$ cat src/rtl/tmr_pkg.sv
package tmr_pkg;
   typedef enum logic [1:0] {
      MODE_OFF    = 2'b00,
      MODE_TOGGLE = 2'b01,
      MODE_RSV_A  = 2'b10,
      MODE_RSV_B  = 2'b11
   } tmr_mode_e;

   localparam int unsigned CTRL_RUN_BIT = 0;
   localparam int unsigned CTRL_MODE_LO = 1;
   localparam int unsigned CTRL_EN_LO   = 3;
endpackage

$ cat src/rtl/tmr_counter.sv
module tmr_counter #(
   parameter int unsigned CNT_W = 16
) (
   input  logic             clk,
   input  logic             rst,
   input  logic             run,
   input  logic             load,
   input  logic [CNT_W-1:0] load_val,
   output logic [CNT_W-1:0] count
);
   always_ff @(posedge clk) begin
      if (rst)       count <= '0;
      else if (load) count <= load_val;
      else if (run)  count <= count + 1'b1;
   end

   a_r1_step: assert property (@(posedge clk) disable iff (rst)
      (run && !load) |=> (count == $past(count) + 1'b1));
   a_r1_wrap: assert property (@(posedge clk) disable iff (rst)
      (run && !load && (&count)) |=> (count == '0));
   a_r2_hold: assert property (@(posedge clk) disable iff (rst)
      (!run && !load) |=> $stable(count));
   a_r3_load: assert property (@(posedge clk) disable iff (rst)
      load |=> (count == $past(load_val)));
endmodule

$ cat src/rtl/tmr_regs.sv
module tmr_regs #(
   parameter int unsigned CNT_W  = 16,
   parameter int unsigned NCH    = 2,
   parameter int unsigned ADDR_W = 2
) (
   input  logic                       clk,
   input  logic                       rst,
   input  logic                       wr_en,
   input  logic [ADDR_W-1:0]          wr_addr,
   input  logic [CNT_W-1:0]           wr_data,
   output logic [CNT_W-1:0]           ctrl,
   output logic [NCH-1:0][CNT_W-1:0]  cmp,
   output logic                       cnt_load
);
   localparam logic [ADDR_W-1:0] A_CTRL = ADDR_W'(0);
   localparam logic [ADDR_W-1:0] A_CNT  = ADDR_W'(1);

   assign cnt_load = wr_en && (wr_addr == A_CNT);

   always_ff @(posedge clk) begin
      if (rst)                                ctrl <= '0;
      else if (wr_en && (wr_addr == A_CTRL))  ctrl <= wr_data;
   end

   for (genvar n = 0; n < NCH; n++) begin : g_cmp
      localparam logic [ADDR_W-1:0] A_CMP = ADDR_W'(n + 2);
      always_ff @(posedge clk) begin
         if (rst)                               cmp[n] <= '0;
         else if (wr_en && (wr_addr == A_CMP))  cmp[n] <= wr_data;
      end
   end
endmodule

$ cat src/rtl/tmr_chan.sv
module tmr_chan #(
   parameter int unsigned CNT_W = 16
) (
   input  logic             clk,
   input  logic             rst,
   input  logic             run,
   input  logic             toggle_mode,
   input  logic             ch_en,
   input  logic             lvl_sel,
   input  logic [CNT_W-1:0] count,
   input  logic [CNT_W-1:0] cmp_val,
   output logic             pin
);
   logic fixed_lvl;
   logic active;
   logic hit;
   logic tgl_q;

   assign fixed_lvl = ~lvl_sel;
   assign active    = toggle_mode && ch_en;
   assign hit       = run && (count == cmp_val);

   always_ff @(posedge clk) begin
      if (rst)          tgl_q <= 1'b1;
      else if (!active) tgl_q <= fixed_lvl;
      else if (hit)     tgl_q <= ~tgl_q;
   end

   assign pin = active ? tgl_q : fixed_lvl;

   a_r4_flip: assert property (@(posedge clk) disable iff (rst)
      (active && hit) |=> (tgl_q != $past(tgl_q)));
   a_r6_seed: assert property (@(posedge clk) disable iff (rst)
      !active |=> (tgl_q == $past(fixed_lvl)));
   a_r8_no_hit: assert property (@(posedge clk) disable iff (rst)
      (active && !run) |=> $stable(tgl_q));
endmodule

$ cat src/rtl/cmp_toggle_timer.sv
module cmp_toggle_timer
   import tmr_pkg::*;
#(
   parameter int unsigned CNT_W  = 16,
   parameter int unsigned NCH    = 2,
   parameter int unsigned ADDR_W = $clog2(NCH + 2)
) (
   input  logic              clk,
   input  logic              rst,
   input  logic              wr_en,
   input  logic [ADDR_W-1:0] wr_addr,
   input  logic [CNT_W-1:0]  wr_data,
   output logic [CNT_W-1:0]  count_out,
   output logic [NCH-1:0]    pin_out
);
   localparam int unsigned LVL_LO   = CTRL_EN_LO + NCH;
   localparam int unsigned CTRL_TOP = LVL_LO + NCH;

   if (NCH < 1) begin : g_bad_nch
      $error("NCH must be at least 1");
   end
   if (CNT_W < 2) begin : g_bad_w
      $error("CNT_W must be at least 2");
   end
   if (CTRL_TOP > CNT_W) begin : g_bad_ctrl
      $error("control fields do not fit in CNT_W");
   end
   if ((1 << ADDR_W) < NCH + 2) begin : g_bad_addr
      $error("ADDR_W too small for the register map");
   end

   logic [CNT_W-1:0]          ctrl;
   logic [NCH-1:0][CNT_W-1:0] cmp;
   logic                      cnt_load;
   logic                      run;
   logic                      toggle_mode;
   tmr_mode_e                 mode;

   tmr_regs #(.CNT_W(CNT_W), .NCH(NCH), .ADDR_W(ADDR_W)) u_regs (
      .clk      (clk),
      .rst      (rst),
      .wr_en    (wr_en),
      .wr_addr  (wr_addr),
      .wr_data  (wr_data),
      .ctrl     (ctrl),
      .cmp      (cmp),
      .cnt_load (cnt_load)
   );

   assign run         = ctrl[CTRL_RUN_BIT];
   assign mode        = tmr_mode_e'(ctrl[CTRL_MODE_LO +: 2]);
   assign toggle_mode = (mode == MODE_TOGGLE);

   tmr_counter #(.CNT_W(CNT_W)) u_cnt (
      .clk      (clk),
      .rst      (rst),
      .run      (run),
      .load     (cnt_load),
      .load_val (wr_data),
      .count    (count_out)
   );

   for (genvar n = 0; n < NCH; n++) begin : g_ch
      tmr_chan #(.CNT_W(CNT_W)) u_ch (
         .clk         (clk),
         .rst         (rst),
         .run         (run),
         .toggle_mode (toggle_mode),
         .ch_en       (ctrl[CTRL_EN_LO + n]),
         .lvl_sel     (ctrl[LVL_LO + n]),
         .count       (count_out),
         .cmp_val     (cmp[n]),
         .pin         (pin_out[n])
      );

      a_r5_idle: assert property (@(posedge clk) disable iff (rst)
         !ctrl[CTRL_EN_LO + n] |-> (pin_out[n] == ~ctrl[LVL_LO + n]));
      a_r9_mode: assert property (@(posedge clk) disable iff (rst)
         !toggle_mode |-> (pin_out[n] == ~ctrl[LVL_LO + n]));
   end

   a_r7_freeze: assert property (@(posedge clk) disable iff (rst)
      (!run && !wr_en) |=> $stable(pin_out));
   a_r10_reset: assert property (@(posedge clk)
      $past(rst) |-> ((count_out == '0) && (&pin_out)));
endmodule

$ cat config.mk
export PLATFORM = sky130hd
export DESIGN_NAME = cmp_toggle_timer
export DESIGN_NICKNAME = d
export VERILOG_FILES = /design/src/rtl/tmr_pkg.sv /design/src/rtl/tmr_counter.sv /design/src/rtl/tmr_regs.sv /design/src/rtl/tmr_chan.sv /design/src/rtl/cmp_toggle_timer.sv
export SDC_FILE = /design/constraint.sdc
export NUM_CORES = 1
export LEC_CHECK = 0
export BUFFER_PORTS_ARGS = -buffer_cell sky130_fd_sc_hd__buf_4
export CAP_MARGIN = 20
export CELL_PAD_IN_SITES_DETAIL_PLACEMENT = 0
export CELL_PAD_IN_SITES_GLOBAL_PLACEMENT = 1
export CORE_ASPECT_RATIO = 0.9
export CORE_UTILIZATION = 45
export CTS_BUF_LIST = sky130_fd_sc_hd__clkbuf_4 sky130_fd_sc_hd__clkbuf_8
export CTS_CLUSTER_DIAMETER = 100
export DETAILED_ROUTE_END_ITERATION = 7
export PLACE_DENSITY_LB_ADDON = 0.3
export SYNTH_ARGS = -nofsm -noshare
export SYNTH_HDL_FRONTEND = slang
export SYNTH_HIERARCHICAL = 1
export SYNTH_SLANG_ARGS = --single-unit
$ cat constraint.sdc
create_clock -name clk -period 2.81 [get_ports clk]
set_input_delay 0 -clock clk [delete_from_list [all_inputs] [get_ports clk]]
set_output_delay 0 -clock clk [all_outputs]
set_load 0.05 [all_outputs]
==> results of run 1 <==
-- area by class of cell --
type | instances | area (µm²) | share of cell area, %
repair buffers | 55 | 453 | 11.8
clock buffers | 14 | 180 | 4.68
well taps | 90 | 113 | 2.93
multi-input cells | 238 | 1880 | 48.8
clock inverters | 2 | 35.0 | 0.911
flip-flops and latches | 57 | 1140 | 29.7
inverters | 13 | 48.8 | 1.27
-- cells in the final DEF (no fill, tap or decap), types with 13 or more instances in the layout --
| cell type | instances |
|---|---|
| buf_4 | 39 |
| a21oi_1 | 13 |
| xor2_1 | 17 |
| xnor2_1 | 27 |
| mux2i_1 | 43 |
| dlygate4sd3_1 | 16 |
| nand2b_1 | 55 |
| dfxtp_1 | 57 |
| inv_1 | 13 |
-- per-stage QoR --
step / hold slack (ps) / instances / setup WS (ps)
final: 154 / 469 / 1020
after global routing: 154 / 469 / 936
after CTS: 137 / 469 / 1040
after detailed placement: 251 / 437 / 1070
after global placement: 248 / 437 / 1070
after floorplan: 143 / 326 / 947
-- registers in the layout, summed over array words and instances, names as in the netlist --
signal / cells
u_regs/ctrl: 7
u_regs/cmp: 32
u_cnt/count: 16
g_ch.u_ch/tgl_q: 2
-- per-layer routing --
metal,share of wire [%],track usage [%],up-vias
met5,0,0,-
met4,0.67,5.81,0
met3,3.6,6.11,5
met2,46,32.4,41
met1,50,28.1,1118
li1,-,-,1206
-- where the power goes --
group          switching (mW)  internal [mW]  leakage (nW)
Clock                   0.320          0.501         0.114
Sequential             0.0443          0.839         0.464
Combinational           0.158          0.136          1.07
Total                   0.522           1.48          1.65
-- how the worst max path moves through the flow --
stage / from / endpoint / cells past startpoint
final: u_cnt/count[2] / g_ch[1].u_ch/tgl_q / 4
after global routing: u_cnt/count[2] / g_ch[1].u_ch/tgl_q / 5
after CTS: u_cnt/count[2] / g_ch[1].u_ch/tgl_q / 4
after detailed placement: u_cnt/count[2] / g_ch[1].u_ch/tgl_q / 4
after global placement: u_cnt/count[2] / g_ch[1].u_ch/tgl_q / 4
after floorplan: u_cnt/count[9] / u_cnt/count[15] / 4
-- worst max-delay path: cells and delay by family, from the launching register on --
kind	cells	cell delay (ps)
AO/OA/AOI/OAI	1	410
XOR/XNOR	1	180
flip-flops	1	580
AND/OR/NAND/NOR	2	490
-- repair_timing --
item	CTS	global route
resized for setup	0	0
hold buffers	16	0
endpoints found under the hold margin	29	0
setup buffers	0	0
==> results by group, run 1 <==
STA
  • Post-layout min period: 1790 ps
  • Period Utilization, post-route: 63.5%
  • Final setup fails: 0
  • Fin. Hold Viols: 0
  • Fmax: 560 MHz
  • Final Skew: 6.24 ps
  • Slew HR: 55.0%
  • Setup total negative slack: 0 ps
  • RSZ-0062 raised after global routing: no
  • Fin. max-slew vios: 0
  • Worst slew pin tran: 674 ps

Hold path
  • Worst Hold Class: input port to flop
  • Hold_sp: wr_addr[0]
  • Hold EP: u_regs/ctrl[5]
  • Worst hold path depth: 4

Final layout
  • Design area: 3850 µm²
  • Fill cells: 610
  • Final core utilization: 57.8%
  • Layout cells sized above 1: 18.7%
  • Final Net Count: 396
  • Antenna Diode Count: 0
  • Area grow syn2layout: 22.0%

Power and ir drop
  • Power Dens Cells: 520 nW/µm²
  • Pwr Total: 2.00 mW
  • VDD IR-drop max: 388 µV
  • Leak: 1.65 nW

Worst setup path
  • R2r setup slk: 1020 ps
  • Crit-path slowest cell: dfxtp_1
  • WP data arrival: 2000 ps
  • Crit start category: flop
  • Critical path type: flop to flop
  • Nature of the critical path endpoint: flop
  • FF-to-FF path depth: 4
  • RR Endpoint: g_ch[1].u_ch/tgl_q
  • Max Fanout on Critical Path: 7
  • Critical path required time: 3030 ps
  • Critical R2R Launch: u_cnt/count[2]
  • Critical Path Max Stage Delay: 580 ps
  • Critical path cell sequence: xor2_1 -> nor4_4 -> nand3_1 -> a2111oi_1

Drt
  • Vias: 2370
  • WL/cell: 15.5 µm
  • Drt first-iter violations: 137
  • Final wirelength: 7.26 mm
  • Detail Route Antenna Nets: 0
  • Drt via density: 5.05
  • DRC: 0
  • TritonRoute pass-1 iters: 4

Outcome
  • Status: finished, final reports clean

Synthesis
  • Mapped cell area: 3150 µm²
  • Gate Count Post-Synth: 326
  • Syn Area/Cell: 9.67 µm²
  • Ys Warns: 6
  • Syn Nets: 348

Global routing
  • Aggregate global routing overflow: 0
  • First-pass GRT wire length: 11.4 mm
  • Largest net degree at the start of global routing: 78
  • Number of global-route vias before repair: 2211
  • Global-route usage over all layers: 20.8%
  • Initial antenna violation count: 0

Clock network
  • CTS Root Cell: clkbuf_8
  • Max Buffers Root-to-Sink: 2
  • Worst-path clk slew: 60 ps
  • Worst-Skew Late Latency: 340 ps
  • Num Clock Sinks: 57
  • CTS buffer count: 9
  • CTS tree: built
  • H-tree depth: 3

Die
  • Starting Density: 47.4%
  • Die Y: 81.4 µm
  • # IOs: 39
  • Full die area: 7350 µm²
  • Die X: 90.2 µm
  • Core ar.: 6660 µm²
  • Cell Rows: 28

Place
  • I/O Buffers: 38
  • Dpl cell area: 3470 µm²
  • Routability Congestion: 0.755
  • DPL Wire Length: 4.99 mm

Flow run
  • Max-Cap Viols: 0
(Power assumes the default switching activity.)
==> run 2: changes to the inputs <==
--- a/config.mk
+++ b/config.mk
@@ -10,7 +10,7 @@
 export CELL_PAD_IN_SITES_DETAIL_PLACEMENT = 0
 export CELL_PAD_IN_SITES_GLOBAL_PLACEMENT = 1
 export CORE_ASPECT_RATIO = 0.9
-export CORE_UTILIZATION = 45
+export CORE_UTILIZATION = 43
 export CTS_BUF_LIST = sky130_fd_sc_hd__clkbuf_4 sky130_fd_sc_hd__clkbuf_8
 export CTS_CLUSTER_DIAMETER = 100
 export DETAILED_ROUTE_END_ITERATION = 7
==> constraint.sdc (replaced) <==
create_clock -name clk -period 1.44 [get_ports clk]
set_input_delay 0 -clock clk [delete_from_list [all_inputs] [get_ports clk]]
set_output_delay 0 -clock clk [all_outputs]
set_load 0.05 [all_outputs]
==> results by group, run 2 (same netlist as run 1, synthesis figures left out) <==
Drt
  • Final wirelength: 7.84 mm (was 7.26 mm)
  • Drt first-iter violations: 140 (was 137)
  • Detail Route Antenna Nets: 0 (unchanged)
  • WL/cell: 15.9 µm (was 15.5 µm)
  • TritonRoute pass-1 iters: 4 (unchanged)
  • DRC: 0 (unchanged)
  • Vias: 2454 (was 2370)
  • Drt via density: 4.99 (was 5.05)

Worst setup path
  • Critical path cell sequence: xor2_2 -> nor4_4 -> nand3_1 -> a2111oi_2 (was xor2_1 -> nor4_4 -> nand3_1 -> a2111oi_1)
  • Max Fanout on Critical Path: 4 (was 7)
  • Crit-path slowest cell: dfxtp_4 (was dfxtp_1)
  • Critical Path Max Stage Delay: 370 ps (was 580 ps)
  • Crit start category: flop (unchanged)
  • Critical path required time: 1670 ps (was 3030 ps)
  • Critical path type: flop to flop (unchanged)
  • Nature of the critical path endpoint: flop (unchanged)
  • WP data arrival: 1680 ps (was 2000 ps)

STA
  • Fmax: 689 MHz (was 560 MHz)
  • Slew HR: 78.9% (was 55.0%)
  • Fin. max-slew vios: 0 (unchanged)
  • Worst setup margin: -11.9 ps (was 1020 ps)
  • Post-layout min period: 1450 ps (was 1790 ps)
  • Fin. Hold Viols: 0 (unchanged)
  • Final Hold Slack: 16.7 ps (was 154 ps)
  • Worst slew pin tran: 314 ps (was 674 ps)
  • Period Utilization, post-route: 101% (was 63.5%)
  • Setup total negative slack: -11.9 ps (was 0 ps)
  • Final setup fails: 1 (was 0)
  • RSZ-0062 raised after global routing: yes (was no)
  • Final Skew: 12.6 ps (was 6.24 ps)

Die
  • Core ar.: 7080 µm² (was 6660 µm²)
  • Die X: 92.3 µm (was 90.2 µm)
  • Starting Density: 44.6% (was 47.4%)
  • Cell Rows: 29 (was 28)
  • # IOs: 39 (unchanged)
  • Die Y: 83.2 µm (was 81.4 µm)
  • Full die area: 7680 µm² (was 7350 µm²)

Clock network
  • CTS tree: built (unchanged)
  • Num Clock Sinks: 57 (unchanged)
  • Worst-path clk slew: 70 ps (was 60 ps)
  • Worst-Skew Late Latency: 330 ps (was 340 ps)
  • CTS Root Cell: clkbuf_8 (unchanged)
  • CTS buffer count: 9 (unchanged)
  • Max Buffers Root-to-Sink: 2 (unchanged)
  • H-tree depth: 3 (unchanged)

Global routing
  • Initial antenna violation count: 0 (unchanged)
  • Aggregate global routing overflow: 0 (unchanged)
  • Largest net degree at the start of global routing: 45 (was 78)
  • First-pass GRT wire length: 12.6 mm (was 11.4 mm)
  • Number of global-route vias before repair: 2418 (was 2211)
  • Global-route usage over all layers: 21.6% (was 20.8%)

Final layout
  • Commonest non-fill, non-tap cell in the layout: buf_4 (was dfxtp_1)
  • Commonest non-fill, non-tap cells in the layout: 56 x buf_4, 55 x nand2b_1, 43 x mux2i_1, 39 x dfxtp_1, 27 x xnor2_1 (was 57 x dfxtp_1, 55 x nand2b_1, 43 x mux2i_1, 39 x buf_4, 27 x xnor2_1)
  • Area grow syn2layout: 32.3% (was 22.0%)
  • Final core utilization: 59.0% (was 57.8%)
  • Layout cells sized above 1: 31.1% (was 18.7%)
  • Max FFs per register: 32 (unchanged)
  • Registers with the most flip-flops: u_regs/cmp: 32 flops, u_cnt/count: 16 flops, u_regs/ctrl: 7 flops (unchanged)
  • Antenna Diode Count: 0 (unchanged)
  • Largest Register: u_regs/cmp (unchanged)
  • Design area: 4170 µm² (was 3850 µm²)
  • Final Net Count: 416 (was 396)

Place
  • I/O Buffers: 38 (unchanged)
  • Routability Congestion: 0.764 (was 0.755)
  • Dpl cell area: 3720 µm² (was 3470 µm²)
  • DPL Wire Length: 5.50 mm (was 4.99 mm)

Outcome
  • Failing checks: negative setup slack
  • Status: finished, violations left (was finished, final reports clean)

Power and ir drop
  • Leak: 1.85 nW (was 1.65 nW)
  • Pwr Total: 3.83 mW (was 2.00 mW)
  • VDD IR-drop max: 535 µV (was 388 µV)
  • Power Dens Cells: 918 nW/µm² (was 520 nW/µm²)

Flow run
  • Max-Cap Viols: 0 (unchanged)

Hold path
  • Worst Hold Class: input port to flop (unchanged)
## run 2: power breakdown
group	internal (mW)	total (mW)	switching, mW
Sequential	1.63	1.70	0.0762
Combinational	0.294	0.633	0.339
Clock	0.874	1.49	0.617
Total	2.80	3.83	1.03
## run 2: final cells by class
cell class | instances | area, µm²
Fill cell | 631 | 2900
Multi-Input combinational cell | 238 | 1970
Sequential cell | 57 | 1200
Timing Repair Buffer | 75 | 646
Clock buffer | 12 | 153
Tap cell | 93 | 116
Inverter | 13 | 48.8
Clock inverter | 4 | 43.8
## run 2: metal layers
| layer | share of wire (%) | track usage [%] | wire length, µm |
|---|---|---|---|
| met1 | 49 | 29.8 | 3840 |
| met2 | 46 | 33.8 | 3620 |
| met3 | 3.8 | 4.21 | 297 |
| met4 | 1.1 | 6.68 | 84 |
| met5 | 0 | 0 | 0 |
## run 2: through the flow
stage               setup WS, ps  std cells
finish                     -11.9        492
global route               -86.7        492
global placement           -4.41        461
CTS                         5.08        489
floorplan                   1.20        326
detailed placement         -9.95        461
## run 2: final timing paths
check,start,end,slack (ps),depth (start not counted)
max,u_cnt/count[2],g_ch[1].u_ch/tgl_q,-10,4
min,wr_data[13],u_regs/cmp[13],20,3
max reg2reg,u_cnt/count[2],g_ch[1].u_ch/tgl_q,-10,4
min reg2reg,u_regs/cmp[13],u_regs/cmp[13],490,2
## run 2: worst max-delay path, delay by kind of cell, from the launching register on
family | cells | cell delay [ps]
and+or+nand+nor | 2 | 480
AOI/OAI and AO/OA | 1 | 350
xor gates and xnor gates | 1 | 170
DFF | 1 | 370
## run 2: what timing repair did
item / in CTS / in global routing
hold buffers: 12 / 0
buffers inserted: 0 / 3
gates resized for setup: 7 / 16
pin swaps: 0 / 5
endpoints found under the setup margin: 4 / 11
endpoints found under the hold margin: 18 / 0
